--- src/rtl/irq_ctl_pkg.sv ---
// Shared constants and the register-address encoding for the interrupt
// controller. Assumes the data path is one byte wide.
package irq_ctl_pkg;

    typedef enum logic [1:0] {
        ADDR_REQ  = 2'd0,
        ADDR_MASK = 2'd1,
        ADDR_PRIO = 2'd2,
        ADDR_NONE = 2'd3
    } reg_addr_e;

    // Bit position of the global enable inside the enable register.
    localparam int GIE_BIT = 7;

endpackage

--- src/rtl/irq_req_bank.sv ---
// Latched request bits. The bank stays forced to zero until the first
// enable command (arm_set) after reset. Events win over clears and
// register writes in the same cycle. Assumes clr is one-hot or zero.
module irq_req_bank #(
    parameter int NUM_SRC = 6
) (
    input  logic               clk,
    input  logic               rst_n,
    input  logic               arm_set,
    input  logic [NUM_SRC-1:0] evt,
    input  logic               wr_en,
    input  logic [NUM_SRC-1:0] wr_data,
    input  logic [NUM_SRC-1:0] clr,
    output logic [NUM_SRC-1:0] req_q
);

    logic armed_q;
    logic armed_nx;
    logic [NUM_SRC-1:0] base_v;

    assign armed_nx = armed_q | arm_set;
    assign base_v   = wr_en ? wr_data : req_q;

    // Release latch: set by the first enable command, cleared only by reset.
    always_ff @(posedge clk) begin
        if (!rst_n) armed_q <= 1'b0;
        else if (arm_set) armed_q <= 1'b1;
    end

    // Request bits: held at zero while locked, else write/clear/event update.
    always_ff @(posedge clk) begin
        if (!rst_n)         req_q <= '0;
        else if (!armed_nx) req_q <= '0;
        else                req_q <= (base_v & ~clr) | evt;
    end

    AST_REQ_LOCKED_ZERO: assert property (@(posedge clk) disable iff (!rst_n)
        !armed_q |-> (req_q == '0));

    AST_CLR_SINGLE: assert property (@(posedge clk) disable iff (!rst_n)
        $onehot0(clr));

endmodule

--- src/rtl/irq_prio_arb.sv ---
// Rotating-priority selector. The code picks the first source in the ranking;
// codes at or above NUM_SRC fall back to ranking 0. Purely combinational;
// clk/rst_n serve the assertions only.
module irq_prio_arb #(
    parameter int NUM_SRC = 6,
    parameter int PRIO_W  = 3,
    localparam int IDX_W  = $clog2(NUM_SRC)
) (
    input  logic               clk,
    input  logic               rst_n,
    input  logic [NUM_SRC-1:0] pend,
    input  logic [PRIO_W-1:0]  prio_sel,
    output logic               any_pend,
    output logic [IDX_W-1:0]   win_idx
);

    // Scan the ranking starting at the selected base and take the first hit.
    always_comb begin
        int base;
        int s;
        logic found;
        base    = (int'(prio_sel) < NUM_SRC) ? int'(prio_sel) : 0;
        found   = 1'b0;
        win_idx = '0;
        for (int p = 0; p < NUM_SRC; p++) begin
            s = base + p;
            if (s >= NUM_SRC) s = s - NUM_SRC;
            if (!found && pend[s]) begin
                found   = 1'b1;
                win_idx = IDX_W'(s);
            end
        end
        any_pend = found;
    end

    AST_WINNER_IS_PENDING: assert property (@(posedge clk) disable iff (!rst_n)
        any_pend |-> pend[win_idx]);

    AST_IDLE_WHEN_EMPTY: assert property (@(posedge clk) disable iff (!rst_n)
        (pend == '0) |-> !any_pend);

endmodule

--- src/rtl/irq_ctl_regs.sv ---
// Source enables, global enable with its pre-grant copy, and priority code.
// Command precedence on the global enable: grant, return, enable, disable,
// then a register write. Assumes grant is only raised with a pending source.
module irq_ctl_regs #(
    parameter int NUM_SRC = 6,
    parameter int PRIO_W  = 3
) (
    input  logic               clk,
    input  logic               rst_n,
    input  logic               mask_wr,
    input  logic [NUM_SRC-1:0] mask_wdata,
    input  logic               gie_wdata,
    input  logic               prio_wr,
    input  logic [PRIO_W-1:0]  prio_wdata,
    input  logic               ei_stb,
    input  logic               di_stb,
    input  logic               grant,
    input  logic               reti_stb,
    output logic [NUM_SRC-1:0] src_en,
    output logic               gie,
    output logic [PRIO_W-1:0]  prio_q
);

    logic saved_q;

    // Per-source enable bits, written through the register port.
    always_ff @(posedge clk) begin
        if (!rst_n)       src_en <= '0;
        else if (mask_wr) src_en <= mask_wdata;
    end

    // Priority code, written through the register port.
    always_ff @(posedge clk) begin
        if (!rst_n)       prio_q <= '0;
        else if (prio_wr) prio_q <= prio_wdata;
    end

    // Global enable and the copy taken at grant for the return strobe.
    always_ff @(posedge clk) begin
        if (!rst_n) begin
            gie     <= 1'b0;
            saved_q <= 1'b0;
        end else if (grant) begin
            saved_q <= gie;
            gie     <= 1'b0;
        end else if (reti_stb) begin
            gie <= saved_q;
        end else if (ei_stb) begin
            gie <= 1'b1;
        end else if (di_stb) begin
            gie <= 1'b0;
        end else if (mask_wr) begin
            gie <= gie_wdata;
        end
    end

    AST_GRANT_BLOCKS: assert property (@(posedge clk) disable iff (!rst_n)
        grant |=> !gie);

    AST_RETURN_RESTORES: assert property (@(posedge clk) disable iff (!rst_n)
        (reti_stb && !grant) |=> (gie == $past(saved_q)));

endmodule

--- src/rtl/irq_prio_ctrl.sv ---
// Top of the interrupt controller: register decode and read-back, pending
// gating, grant handling and vector address generation. Assumes the core
// drives at most one strobe per cycle and samples reg_rdata combinationally.
module irq_prio_ctrl #(
    parameter int NUM_SRC    = 6,
    parameter int DATA_W     = 8,
    parameter int PRIO_W     = 3,
    parameter int VEC_W      = 16,
    parameter int VEC_STRIDE = 2
) (
    input  logic               clk,
    input  logic               rst_n,
    input  logic [NUM_SRC-1:0] src_evt,
    input  logic [1:0]         reg_addr,
    input  logic               reg_wr,
    input  logic [DATA_W-1:0]  reg_wdata,
    output logic [DATA_W-1:0]  reg_rdata,
    input  logic               ei_stb,
    input  logic               di_stb,
    input  logic               ack,
    input  logic               reti_stb,
    output logic               irq_pending,
    output logic [VEC_W-1:0]   vec_addr
);
    import irq_ctl_pkg::*;

    localparam int IDX_W   = $clog2(NUM_SRC);
    localparam int VEC_TOP = NUM_SRC * VEC_STRIDE;

    reg_addr_e          sel;
    logic               wr_req, wr_mask, wr_prio;
    logic [NUM_SRC-1:0] req_q, src_en, pend, clr;
    logic               gie, grant, any_pend;
    logic [PRIO_W-1:0]  prio_q;
    logic [IDX_W-1:0]   win_idx;

    assign sel     = reg_addr_e'(reg_addr);
    assign wr_req  = reg_wr && (sel == ADDR_REQ);
    assign wr_mask = reg_wr && (sel == ADDR_MASK);
    assign wr_prio = reg_wr && (sel == ADDR_PRIO);

    assign pend  = req_q & src_en & {NUM_SRC{gie}};
    assign grant = ack && any_pend;

    // One clear line per source, raised for the granted winner only.
    for (genvar i = 0; i < NUM_SRC; i++) begin : g_clr
        assign clr[i] = grant && (win_idx == IDX_W'(i));
    end

    irq_req_bank #(.NUM_SRC(NUM_SRC)) u_req (
        .clk     (clk),
        .rst_n   (rst_n),
        .arm_set (ei_stb),
        .evt     (src_evt),
        .wr_en   (wr_req),
        .wr_data (reg_wdata[NUM_SRC-1:0]),
        .clr     (clr),
        .req_q   (req_q)
    );

    irq_ctl_regs #(.NUM_SRC(NUM_SRC), .PRIO_W(PRIO_W)) u_regs (
        .clk        (clk),
        .rst_n      (rst_n),
        .mask_wr    (wr_mask),
        .mask_wdata (reg_wdata[NUM_SRC-1:0]),
        .gie_wdata  (reg_wdata[GIE_BIT]),
        .prio_wr    (wr_prio),
        .prio_wdata (reg_wdata[PRIO_W-1:0]),
        .ei_stb     (ei_stb),
        .di_stb     (di_stb),
        .grant      (grant),
        .reti_stb   (reti_stb),
        .src_en     (src_en),
        .gie        (gie),
        .prio_q     (prio_q)
    );

    irq_prio_arb #(.NUM_SRC(NUM_SRC), .PRIO_W(PRIO_W)) u_arb (
        .clk      (clk),
        .rst_n    (rst_n),
        .pend     (pend),
        .prio_sel (prio_q),
        .any_pend (any_pend),
        .win_idx  (win_idx)
    );

    assign irq_pending = any_pend;
    assign vec_addr    = VEC_W'(win_idx) * VEC_W'(VEC_STRIDE);

    // Register read-back multiplexer.
    always_comb begin
        reg_rdata = '0;
        case (sel)
            ADDR_REQ:  reg_rdata = DATA_W'(req_q);
            ADDR_MASK: begin
                reg_rdata          = DATA_W'(src_en);
                reg_rdata[GIE_BIT] = gie;
            end
            ADDR_PRIO: reg_rdata = DATA_W'(prio_q);
            default:   reg_rdata = '0;
        endcase
    end

    AST_VEC_IN_TABLE: assert property (@(posedge clk) disable iff (!rst_n)
        irq_pending |-> (vec_addr < VEC_W'(VEC_TOP)));

    AST_PEND_NEEDS_GIE: assert property (@(posedge clk) disable iff (!rst_n)
        irq_pending |-> gie);

endmodule

--- config.mk ---
export PLATFORM = sky130hd
export DESIGN_NAME = irq_prio_ctrl
export DESIGN_NICKNAME = d
export VERILOG_FILES = /design/src/rtl/irq_ctl_pkg.sv /design/src/rtl/irq_req_bank.sv /design/src/rtl/irq_prio_arb.sv /design/src/rtl/irq_ctl_regs.sv /design/src/rtl/irq_prio_ctrl.sv
export SDC_FILE = /design/constraint.sdc
export NUM_CORES = 1
export LEC_CHECK = 0
export ABC_AREA = 1
export BUFFER_PORTS_ARGS = -buffer_cell sky130_fd_sc_hd__buf_4
export CORE_MARGIN = 5
export CORE_UTILIZATION = 45
export CTS_BUF_LIST = sky130_fd_sc_hd__clkbuf_16
export CTS_CLUSTER_SIZE = 20
export DETAILED_ROUTE_END_ITERATION = 6
export PLACE_DENSITY_LB_ADDON = 0.08
export SYNTH_ARGS = -nofsm -noshare
export SYNTH_HDL_FRONTEND = slang
export SYNTH_SLANG_ARGS = --single-unit
--- constraint.sdc ---
create_clock -name clk -period 6.55 [get_ports clk]
set_input_delay 0.3275 -clock clk [delete_from_list [all_inputs] [get_ports clk]]
set_output_delay 0.3275 -clock clk [all_outputs]
set_load 0.1 [all_outputs]
==> flow_summary.toml, run 1 <==
[worst_setup_path]
worstPathRequired_ps = 6220
crit_path_start_kind = "flop"
worst-setup-path-type = "reg2out"
path_max_fanout = 12
r2r_cells = 19
r2r-end = "u_req.req_q[0]"
r2r_slack_ps = 3370
arrival_ps = 3260
r2r_start = "u_regs.prio_q[1]"
endpoint_kind = "output pin"

[yosys]
synth_cells = 291
yosysSeqAreaShare_pct = 19.89
yosysUniqueCellTypes = 29
syn_area_sq_um = 1812
ys_warn_count = 0
ys_ff_latch = 18
avgSynthCellArea_sq_um = 6.226

[layout]
area_growth_pct = 17.54
register_area_sq_um = 360.3
fillers = 428
layout_common_cells = "nand2_1, inv_1, nand3_1"
layout-drive-gt1-share_pct = 20.99
final_common_cell = "nand2_1"
diodes = 0
fin_nets = 357
multiInputGateArea_sq_um = 1222

[route]
first_pass_iters = 4
drc = 0
finalWirelength_mm = 4.498
routed_via_density = 4.917
wl_per_cell_um = 12.03
drt_iter0_markers = 137
num_vias = 1839
ant_nets = 0

[clock_network]
cts_sinks = 18
cts.path.max_buffers = 2
clk_pin_slew_ps = 50
cts_resized = 0
htreeDepth = 1
cts_setup_buffers = 0
numCtsBuffers = 3
hold_buffers = 0
cts_tree = "done"
cts-root-buf = "clkbuf_16"
clk_latency_ps = 250

[placed_design]
place.gp.congestion = 0.8303
portBuffers = 32
dp_hpwl_mm = 3.726

[timing]
period_minus_slack_ps = 3590
slew_violations = 0
tns_ps = 0
max_freq_mhz = 278.5
slew-limit-headroom_pct = 64.57
finalSetupViolCount = 0
finalCritPeriodShare_pct = 54.81
hold_viol = 0
rsz0062_at_grt = "no"
tightest_slew_ps = 529.5
skew_ps = 2.838

[power]
p_leak_nw = 1.121
peakVddDrop_v = 0.0001352
p_total_uw = 525.1
p_per_area_nw_per_um2 = 246.6

[hold_path]
holdPathEnd = "u_req.req_q[5]"
worstHoldStart = "src_evt[5]"
hp-class = "in2reg"
worstHoldPathCells = 3

[global_route]
globalRouteMet2Util_pct = 29.43
grt_remaining_overflow = 0
grt_antenna_before_repair = 0
gr-usage-met1_pct = 21.95
busiest_layer = "met2"
grt_max_degree = 15
grt_pass1_vias = 1692
grt_usage_pct = 17.16
grt_first_pass_wirelength_mm = 7.383
grt_use_met3_pct = 1.642

[run]
cap_viol_max_count = 0

[die]
die-area_sq_um = 5395
io_pins = 48
floorplan.die.width_um = 73.45
dieHeight_um = 73.45
row_count = 23
initial_core_util_pct = 45.95
core_area_sq_um = 3943

[status]
outcome = "complete, no violations"
per-stage QoR:
step           setup WS, ps  cell area (sq um)  cells  util (%)  hold slack, ps
2_1_floorplan          2772               1861    304         -           434.9
3_3_place_gp           3215               2051    370     52.02           450.4
3_5_place_dp           3206               2051    370     52.02           454.7
4_1_cts                2929               2130    374     54.01           321.1
5_1_grt                2633               2130    374     54.01           329.7
6_report               2960               2130    374     54.01           323.3
how the worst max path moves through the flow:
stage,cells past startpoint,endpoint,from,slack (ps)
after floorplan,19,u_req.req_q[4],u_regs.prio_q[1],2770
after global placement,18,vec_addr[2],u_regs.prio_q[1],3210
after detailed placement,18,vec_addr[2],u_regs.prio_q[1],3210
after CTS,18,vec_addr[2],u_regs.prio_q[1],2930
after global routing,18,vec_addr[2],u_regs.prio_q[1],2630
final,18,vec_addr[2],u_regs.prio_q[1],2960
power breakdown:
group	leakage [nW]	switching, mW	total (mW)	internal [mW]
logic	0.934	0.213	0.279	0.0658
clock network	0.0385	0.0405	0.122	0.0811
registers	0.148	0.00663	0.124	0.118
total	1.12	0.261	0.525	0.264
Yosys cell counts:
| library cell | n | area share [%] |
|---|---|---|
| a21oi_1 | 17 | 4.7 |
| a31oi_1 | 1 | 0.35 |
| buf_1 | 1 | 0.21 |
| buf_4 | 14 | 5.8 |
| clkbuf_1 | 1 | 0.21 |
| conb_1 | 1 | 0.21 |
| dfxtp_1 | 18 | 20 |
| ha_1 | 9 | 6.2 |
| inv_1 | 42 | 8.7 |
| inv_2 | 2 | 0.41 |
| mux2_2 | 6 | 3.7 |
| nand2_1 | 69 | 14 |
| nand2_2 | 10 | 3.5 |
| nand2_4 | 1 | 0.62 |
| nand3_1 | 38 | 10 |
| nand3_2 | 3 | 1.7 |
| nand4_1 | 3 | 1.0 |
| nand4_2 | 1 | 0.69 |
| nor2_1 | 15 | 3.1 |
| nor2_2 | 5 | 1.7 |
| nor2_4 | 1 | 0.62 |
| nor2_8 | 2 | 2.2 |
| nor3_1 | 1 | 0.28 |
| o211ai_1 | 3 | 1.2 |
| o21ai_0 | 20 | 5.5 |
| o21ai_1 | 3 | 0.83 |
| o21ai_2 | 2 | 0.97 |
| o22ai_1 | 1 | 0.35 |
| xor2_1 | 1 | 0.48 |
registers in the layout, indices dropped and copies added, names as in the netlist:
signal / count
u_regs.src_en: 6
u_req.req_q: 6
u_regs.prio_q: 3
u_regs.gie: 1
u_regs.saved_q: 1
u_req.armed_q: 1
per-layer routing:
| layer | routed length (um) | share of wire, % | up-vias |
|---|---|---|---|
| met1 | 2022 | 45 | 804 |
| met4 | 60 | 1.3 | 0 |
| met2 | 2235 | 50 | 40 |
| met3 | 179 | 4.0 | 4 |
| met5 | 0 | 0 | - |
| li1 | - | - | 991 |
critical path: stages, from the launching register on:
cell and delay (ps):
dfxtp_1 360, ha_1 300, nor2_8 240, ha_1 180
inv_1 40, ha_1 300, nand2_1 90, nand2_1 120
nand2_1 70, nand2_2 80, nand2_1 50, nand3_1 110
nand2_2 130, nor2_8 180, nand3_2 90, nor2_2 130
nand2_1 80, nand4_1 150, buf_4 320
area by class of cell:
class	instances	share of cell area, %
multi-input cells	226	57.40
flip-flops and latches	18	16.92
repair buffers	32	11.28
inverters	44	7.756
clock buffers	3	3.525
well taps	50	2.938
clock inverters	1	0.1763
logic make-up after synthesis:
kind of cell	synth area share [%]
flip-flops	19.89
adder cells (fa/ha/maj)	6.216
XOR/XNOR	0.4835
buffers and inverters	15.33
other	0.2070
AND/OR/NAND/NOR	40.19
multiplexers	3.729
AO/OA/AOI/OAI	13.95
Note: power is estimated with default switching activity, not from simulation.
==> run 2, diff against run 1 <==
==> constraint.sdc (replaced) <==
create_clock -name clk -period 3.5 [get_ports clk]
set_input_delay 0.175 -clock clk [delete_from_list [all_inputs] [get_ports clk]]
set_output_delay 0.175 -clock clk [all_outputs]
set_load 0.1 [all_outputs]
==> run 2 against run 1 <==
Net effect: total power grew 89%; global-route usage grew 0.71 points; clock skew shrank 1.1 ps; flip-flop and latch count is the same; combinational power grew 90%; via count grew 0.82%; non-clock buffer count is the same; wire length grew 2.6%; first-iteration DRC count shrank 26%; clock power grew 90%; die area is the same; critical path type unchanged.
==> flow_summary.toml, run 2 (same netlist as run 1, synthesis figures left out) <==
[route]
wl_per_cell_um = 12.34
drc = 0
first_pass_iters = 4
top_layer = "met4"
wl_met3_um = 205
finalWirelength_mm = 4.614
drt_iter0_markers = 102
num_vias = 1854
routed_via_density = 4.957
met1Wirelength_mm = 2.062
ant_nets = 0
wl_met2_mm = 2.267

[timing]
tightest_slew_ps = 504.0
fin_hold_ws_ps = 162.1
rsz0062_at_grt = "no"
hold_viol = 0
period_minus_slack_ps = 3133
skew_ps = 1.778
finalSetupViolCount = 0
tns_ps = 0
slew_violations = 0
fin_ws_ps = 367.2
max_freq_mhz = 319.2
slew-limit-headroom_pct = 66.17
finalCritPeriodShare_pct = 89.51

[global_route]
grt_pass1_vias = 1732
grt_first_pass_wirelength_mm = 7.728
grt_max_degree = 15
grt_antenna_before_repair = 0
grt_remaining_overflow = 0
grt_usage_pct = 17.87

[die]
row_count = 23
initial_core_util_pct = 45.95
core_area_sq_um = 3943
die-area_sq_um = 5395
io_pins = 48
floorplan.die.width_um = 73.45
dieHeight_um = 73.45

[worst_setup_path]
crit_path_start_kind = "flop"
arrival_ps = 2960
worst-setup-path-type = "reg2out"
worstPathCellList = "ha_4 > nor2_8 > ha_4 > inv_2 > ha_4 > inv_2 > nand2_1 > nand2_1 > nand2_1 > nand2_1 > inv_1 > nand2_2 > nand2_4 > nor2_8 > nand3_2 > nor2_2 > nand2_1 > nand4_1 > buf_4"
worstPathRequired_ps = 3320
max_stage_delay_ps = 370
path_max_fanout = 12
critPathSlowestCell = "dfxtp_4"
endpoint_kind = "output pin"
crit_top_cell = "nand2_1"

[clock_network]
cts_setup_buffers = 0
hold_buffers = 0
clk_pin_slew_ps = 50
cts.path.max_buffers = 2
numCtsBuffers = 3
clk_latency_ps = 250
cts-root-buf = "clkbuf_16"
htreeDepth = 1
cts_resized = 0
cts_tree = "done"
cts_sinks = 18

[placed_design]
post-place-cells = 370
place.gp.congestion = 0.8323
portBuffers = 32
dpl_worst_slack_ps = 624.5
dp_hpwl_mm = 3.737

[run]
cap_viol_max_count = 0

[status]
outcome = "complete, no violations"

[layout]
layout-drive-gt1-share_pct = 25.00
stdcell_count = 374
diodes = 0
area_growth_pct = 20.99
fillers = 430
largest_registers = "u_regs.src_en x6, u_req.req_q x6, u_regs.prio_q x3"
final_common_cell = "nand2_1"
fin_nets = 357
layout_common_cells = "nand2_1, inv_1, nand3_1"

[power]
p_per_area_nw_per_um2 = 453.7
p_total_uw = 994.6
p_leak_nw = 1.120
peakVddDrop_v = 0.0002508

[hold_path]
hp-class = "in2reg"
-- run 2: cell count changes in the layout (fill, tap and decap cells not counted), moves of 2 or more --
cell,delta
nand2_1,-4
ha_1,-3
ha_4,+3
inv_1,-3
inv_2,+3
nand2_2,+3
dfxtp_1,-2
-- run 2: stage by stage --
| stage | utilization, % | instance area [sq um] |
|---|---|---|
| final | 55.60 | 2192 |
| after global routing | 55.60 | 2192 |
| after CTS | 55.60 | 2192 |
| after detailed placement | 53.60 | 2113 |
| after global placement | 53.60 | 2113 |
| after floorplan | - | 1923 |
-- run 2: final timing paths --
check | start | to | slack [ps] | cells after the start
max | u_regs.prio_q[2] | vec_addr[2] | 370 | 19
min | src_evt[4] | u_req.req_q[4] | 160 | 3
max reg2reg | u_regs.prio_q[2] | u_req.req_q[0] | 630 | 19
min reg2reg | u_regs.src_en[4] | u_regs.src_en[4] | 470 | 2
-- run 2: final cells by class --
cell class	count	area (sq um)	share of cell area, %
Inverter	44	165.2	7.534
Sequential cell	18	365.4	16.67
Multi-Input combinational cell	226	1280	58.39
Clock inverter	1	3.754	0.1712
Timing Repair Buffer	32	240.2	10.96
Clock buffer	3	75.07	3.425
Tap cell	50	62.56	2.854
-- run 2: critical path, delay by kind of cell (launching register included) --
family        cells  cell delay [ps]
simple gates     12             1260
flops             1              370
fa+ha+maj         3              580
buf+inv           4              490
-- run 2: power by group --
group	switching [mW]	total, mW	internal (mW)
combinational	0.403	0.530	0.127
clock	0.0799	0.232	0.152
sequential	0.0128	0.233	0.220
-- run 2: layer usage --
| layer | track usage [%] | up-vias |
|---|---|---|
| met5 | 0 | - |
| met4 | 6.237 | 0 |
| met3 | 2.052 | 9 |
| met2 | 31.59 | 42 |
| met1 | 22.13 | 824 |
| li1 | - | 979 |
==> run 3, diff against run 2 <==
--- a/config.mk
+++ b/config.mk
@@ -5,7 +5,7 @@
 export SDC_FILE = /design/constraint.sdc
 export NUM_CORES = 1
 export LEC_CHECK = 0
-export ABC_AREA = 1
+export ABC_AREA = 0
 export BUFFER_PORTS_ARGS = -buffer_cell sky130_fd_sc_hd__buf_4
 export CORE_MARGIN = 5
 export CORE_UTILIZATION = 45
==> run 3 against run 2 <==
Net effect: non-clock buffer count increased by 4; total power is 30% lower; cell area is 11% higher.
==> flow_summary.toml, run 3 <==
[status]
outcome = "complete, no violations"

[timing]
skew_ps = 3.637
slew_violations = 0
tightest_slew_ps = 1069
period_minus_slack_ps = 3301
slew-limit-headroom_pct = 28.58
rsz0062_at_grt = "no"
fin_hold_ws_ps = 151.2
finalCritPeriodShare_pct = 94.31
finalSetupViolCount = 0
hold_viol = 0
max_freq_mhz = 303.0

[power]
p_per_area_nw_per_um2 = 284.5
peakVddDrop_v = 0.0003762
p_leak_nw = 1.030

[yosys]
synth_edf_count = 0
syn_area_sq_um = 1962
synth.area.top_cells = "dfxtp_1, mux2i_1, buf_4"
synthArstFlopShare_pct = 0
synthMuxAreaShare_pct = 12.88
synthMostInstantiatedCell = "nand2_1"
yosysTopAreaCellShare_pct = 18.37
yosysSeqAreaShare_pct = 18.37
synth_fa_ha_area_share_pct = 5.740
ys_ff_latch = 18
synth-main-ff-cell = "dfxtp_1"
yosys.area_share.simple_pct = 24.55
synth_top_family_by_area = "compound AO/OA/AOI/OAI gates"
yosysTopAreaCell = "dfxtp_1"
ys_warn_count = 0
synth_cells = 249
synth_compound_area_share_pct = 27.04
yosysUniqueCellTypes = 64
synthTopCellsByCount = "nand2_1, dfxtp_1, mux2i_1"
synth_xor_area_share_pct = 0.8929
avgSynthCellArea_sq_um = 7.879

[route]
drt_iter0_markers = 82
routed_via_density = 5.530
finalWirelength_mm = 5.015
first_pass_iters = 4
drc = 0
ant_nets = 0
num_vias = 1825
wl_per_cell_um = 15.20

[worst_setup_path]
r2r_slack_ps = 300
crit_path_start_kind = "flop"
arrival_ps = 3130
worst-setup-path-type = "reg2out"
path_max_fanout = 7
worstPathRequired_ps = 3320
endpoint_kind = "output pin"

[layout]
layout-drive-gt1-share_pct = 27.34
largest_registers = "u_regs.src_en x6, u_req.req_q x6, u_regs.prio_q x3"
multiInputGateArea_sq_um = 1564
layout_common_cells = "buf_4, nand2_1, mux2i_1"
diodes = 0
fillers = 408
area_growth_pct = 24.04
fin_nets = 311
final_common_cell = "buf_4"
register_area_sq_um = 367.9
utilization_pct = 56.67

[die]
floorplan.die.width_um = 76.03
initial_core_util_pct = 45.69
die-area_sq_um = 5781
io_pins = 48
row_count = 24
core_area_sq_um = 4294
dieHeight_um = 76.03

[clock_network]
clk_latency_ps = 250
cts.path.max_buffers = 2
clk_pin_slew_ps = 50
cts-root-buf = "clkbuf_16"
numCtsBuffers = 3
htreeDepth = 1
cts_tree = "done"
cts_sinks = 18
hold_buffers = 0

[placed_design]
dp_hpwl_mm = 4.020
portBuffers = 32
place.gp.congestion = 0.8925

[global_route]
grt_max_degree = 16
grt_antenna_before_repair = 0
grt_remaining_overflow = 0
grt_pass1_vias = 1732
grt_usage_pct = 17.09
grt_first_pass_wirelength_mm = 8.431

[hold_path]
hp-class = "in2reg"

[run]
cap_viol_max_count = 0
## run 3: changes by cell type in the layout (fill, tap and decap cells not counted), sizes merged, moves of 5 or more
| cell | change |
|---|---|
| a21boi | +10 |
| a21oi | -11 |
| and3 | +5 |
| inv | -30 |
| mux2i | +17 |
| nand2 | -55 |
| nand3 | -29 |
| nor2 | -9 |
| nor2b | +7 |
| nor3 | +6 |
| o21a | +5 |
| o21ai | -9 |
## run 3: final timing paths
kind                    startpoint        endpoint  depth (start not counted)
hold reg to reg     u_regs.saved_q  u_regs.saved_q                          1
setup reg to reg  u_regs.prio_q[2]  u_req.req_q[3]                         14
hold / removal          src_evt[5]  u_req.req_q[5]                          2
setup / recovery  u_regs.prio_q[2]     vec_addr[1]                         11
## run 3: cell families (layout without fill, tap and decap cells)
| family | count (synthesis) | count (layout) |
|---|---|---|
| xor gates and xnor gates | 2 | 2 |
| adders and majority gates | 9 | 9 |
| buffers and inverters | 38 | 54 |
| muxes | 23 | 23 |
| and+or+nand+nor | 91 | 91 |
| DFF | 18 | 18 |
| other | 1 | 14 |
| AOI/OAI and AO/OA | 67 | 67 |
## run 3: per-stage QoR
step	cell area [sq um]	setup TNS, ps	total power, mW	setup WS (ps)	instances
after floorplan	2152	-2319	0.4282	-347.9	262
after global placement	2293	0	0.4603	236.9	323
after detailed placement	2293	0	0.4612	220.5	323
after CTS	2376	0	0.6899	9.435	327
after global routing	2434	0	0.7262	29.53	330
final	2434	0	0.6924	199.3	330
## run 3: per-layer routing
layer | routed length (um) | share of wire (%) | track usage [%]
met1 | 2264 | 45 | 22.49
met2 | 2536 | 51 | 29.62
met3 | 188 | 3.7 | 1.773
met4 | 25 | 0.50 | 4.093
met5 | 0 | 0 | 0
## run 3: worst max-delay path, stage by stage, from the launching register on
cell and delay (ps):
dfxtp_4 380, ha_4 160, nand2b_4 200, inv_8 120
ha_2 310, and2_1 190, a211oi_2 210, mux2i_1 110
o31a_1 420, o311ai_4 350, a2bb2oi_4 230, buf_12 200
## run 3: layout make-up
type                    instances  area share (%)
multi-input cells             206           64.27
flip-flops and latches         18           15.12
clock inverters                 1          0.1542
inverters                      14           2.468
clock buffers                   3           3.085
repair buffers                 36           12.24
well taps                      52           2.674
## run 3: where the power goes
| group | leakage, nW | total (mW) | internal, mW | switching [mW] |
|---|---|---|---|---|
| combinational | 0.842 | 0.239 | 0.0709 | 0.168 |
| clock | 0.0385 | 0.227 | 0.152 | 0.0757 |
| sequential | 0.149 | 0.226 | 0.215 | 0.0115 |
## run 3: repair_timing
action | in CTS | in global routing
setup endpoints to repair | 1 | 3
resized for setup | 1 | 9
pin swaps | 0 | 4
buffers inserted | 0 | 3
cloned | 0 | 0
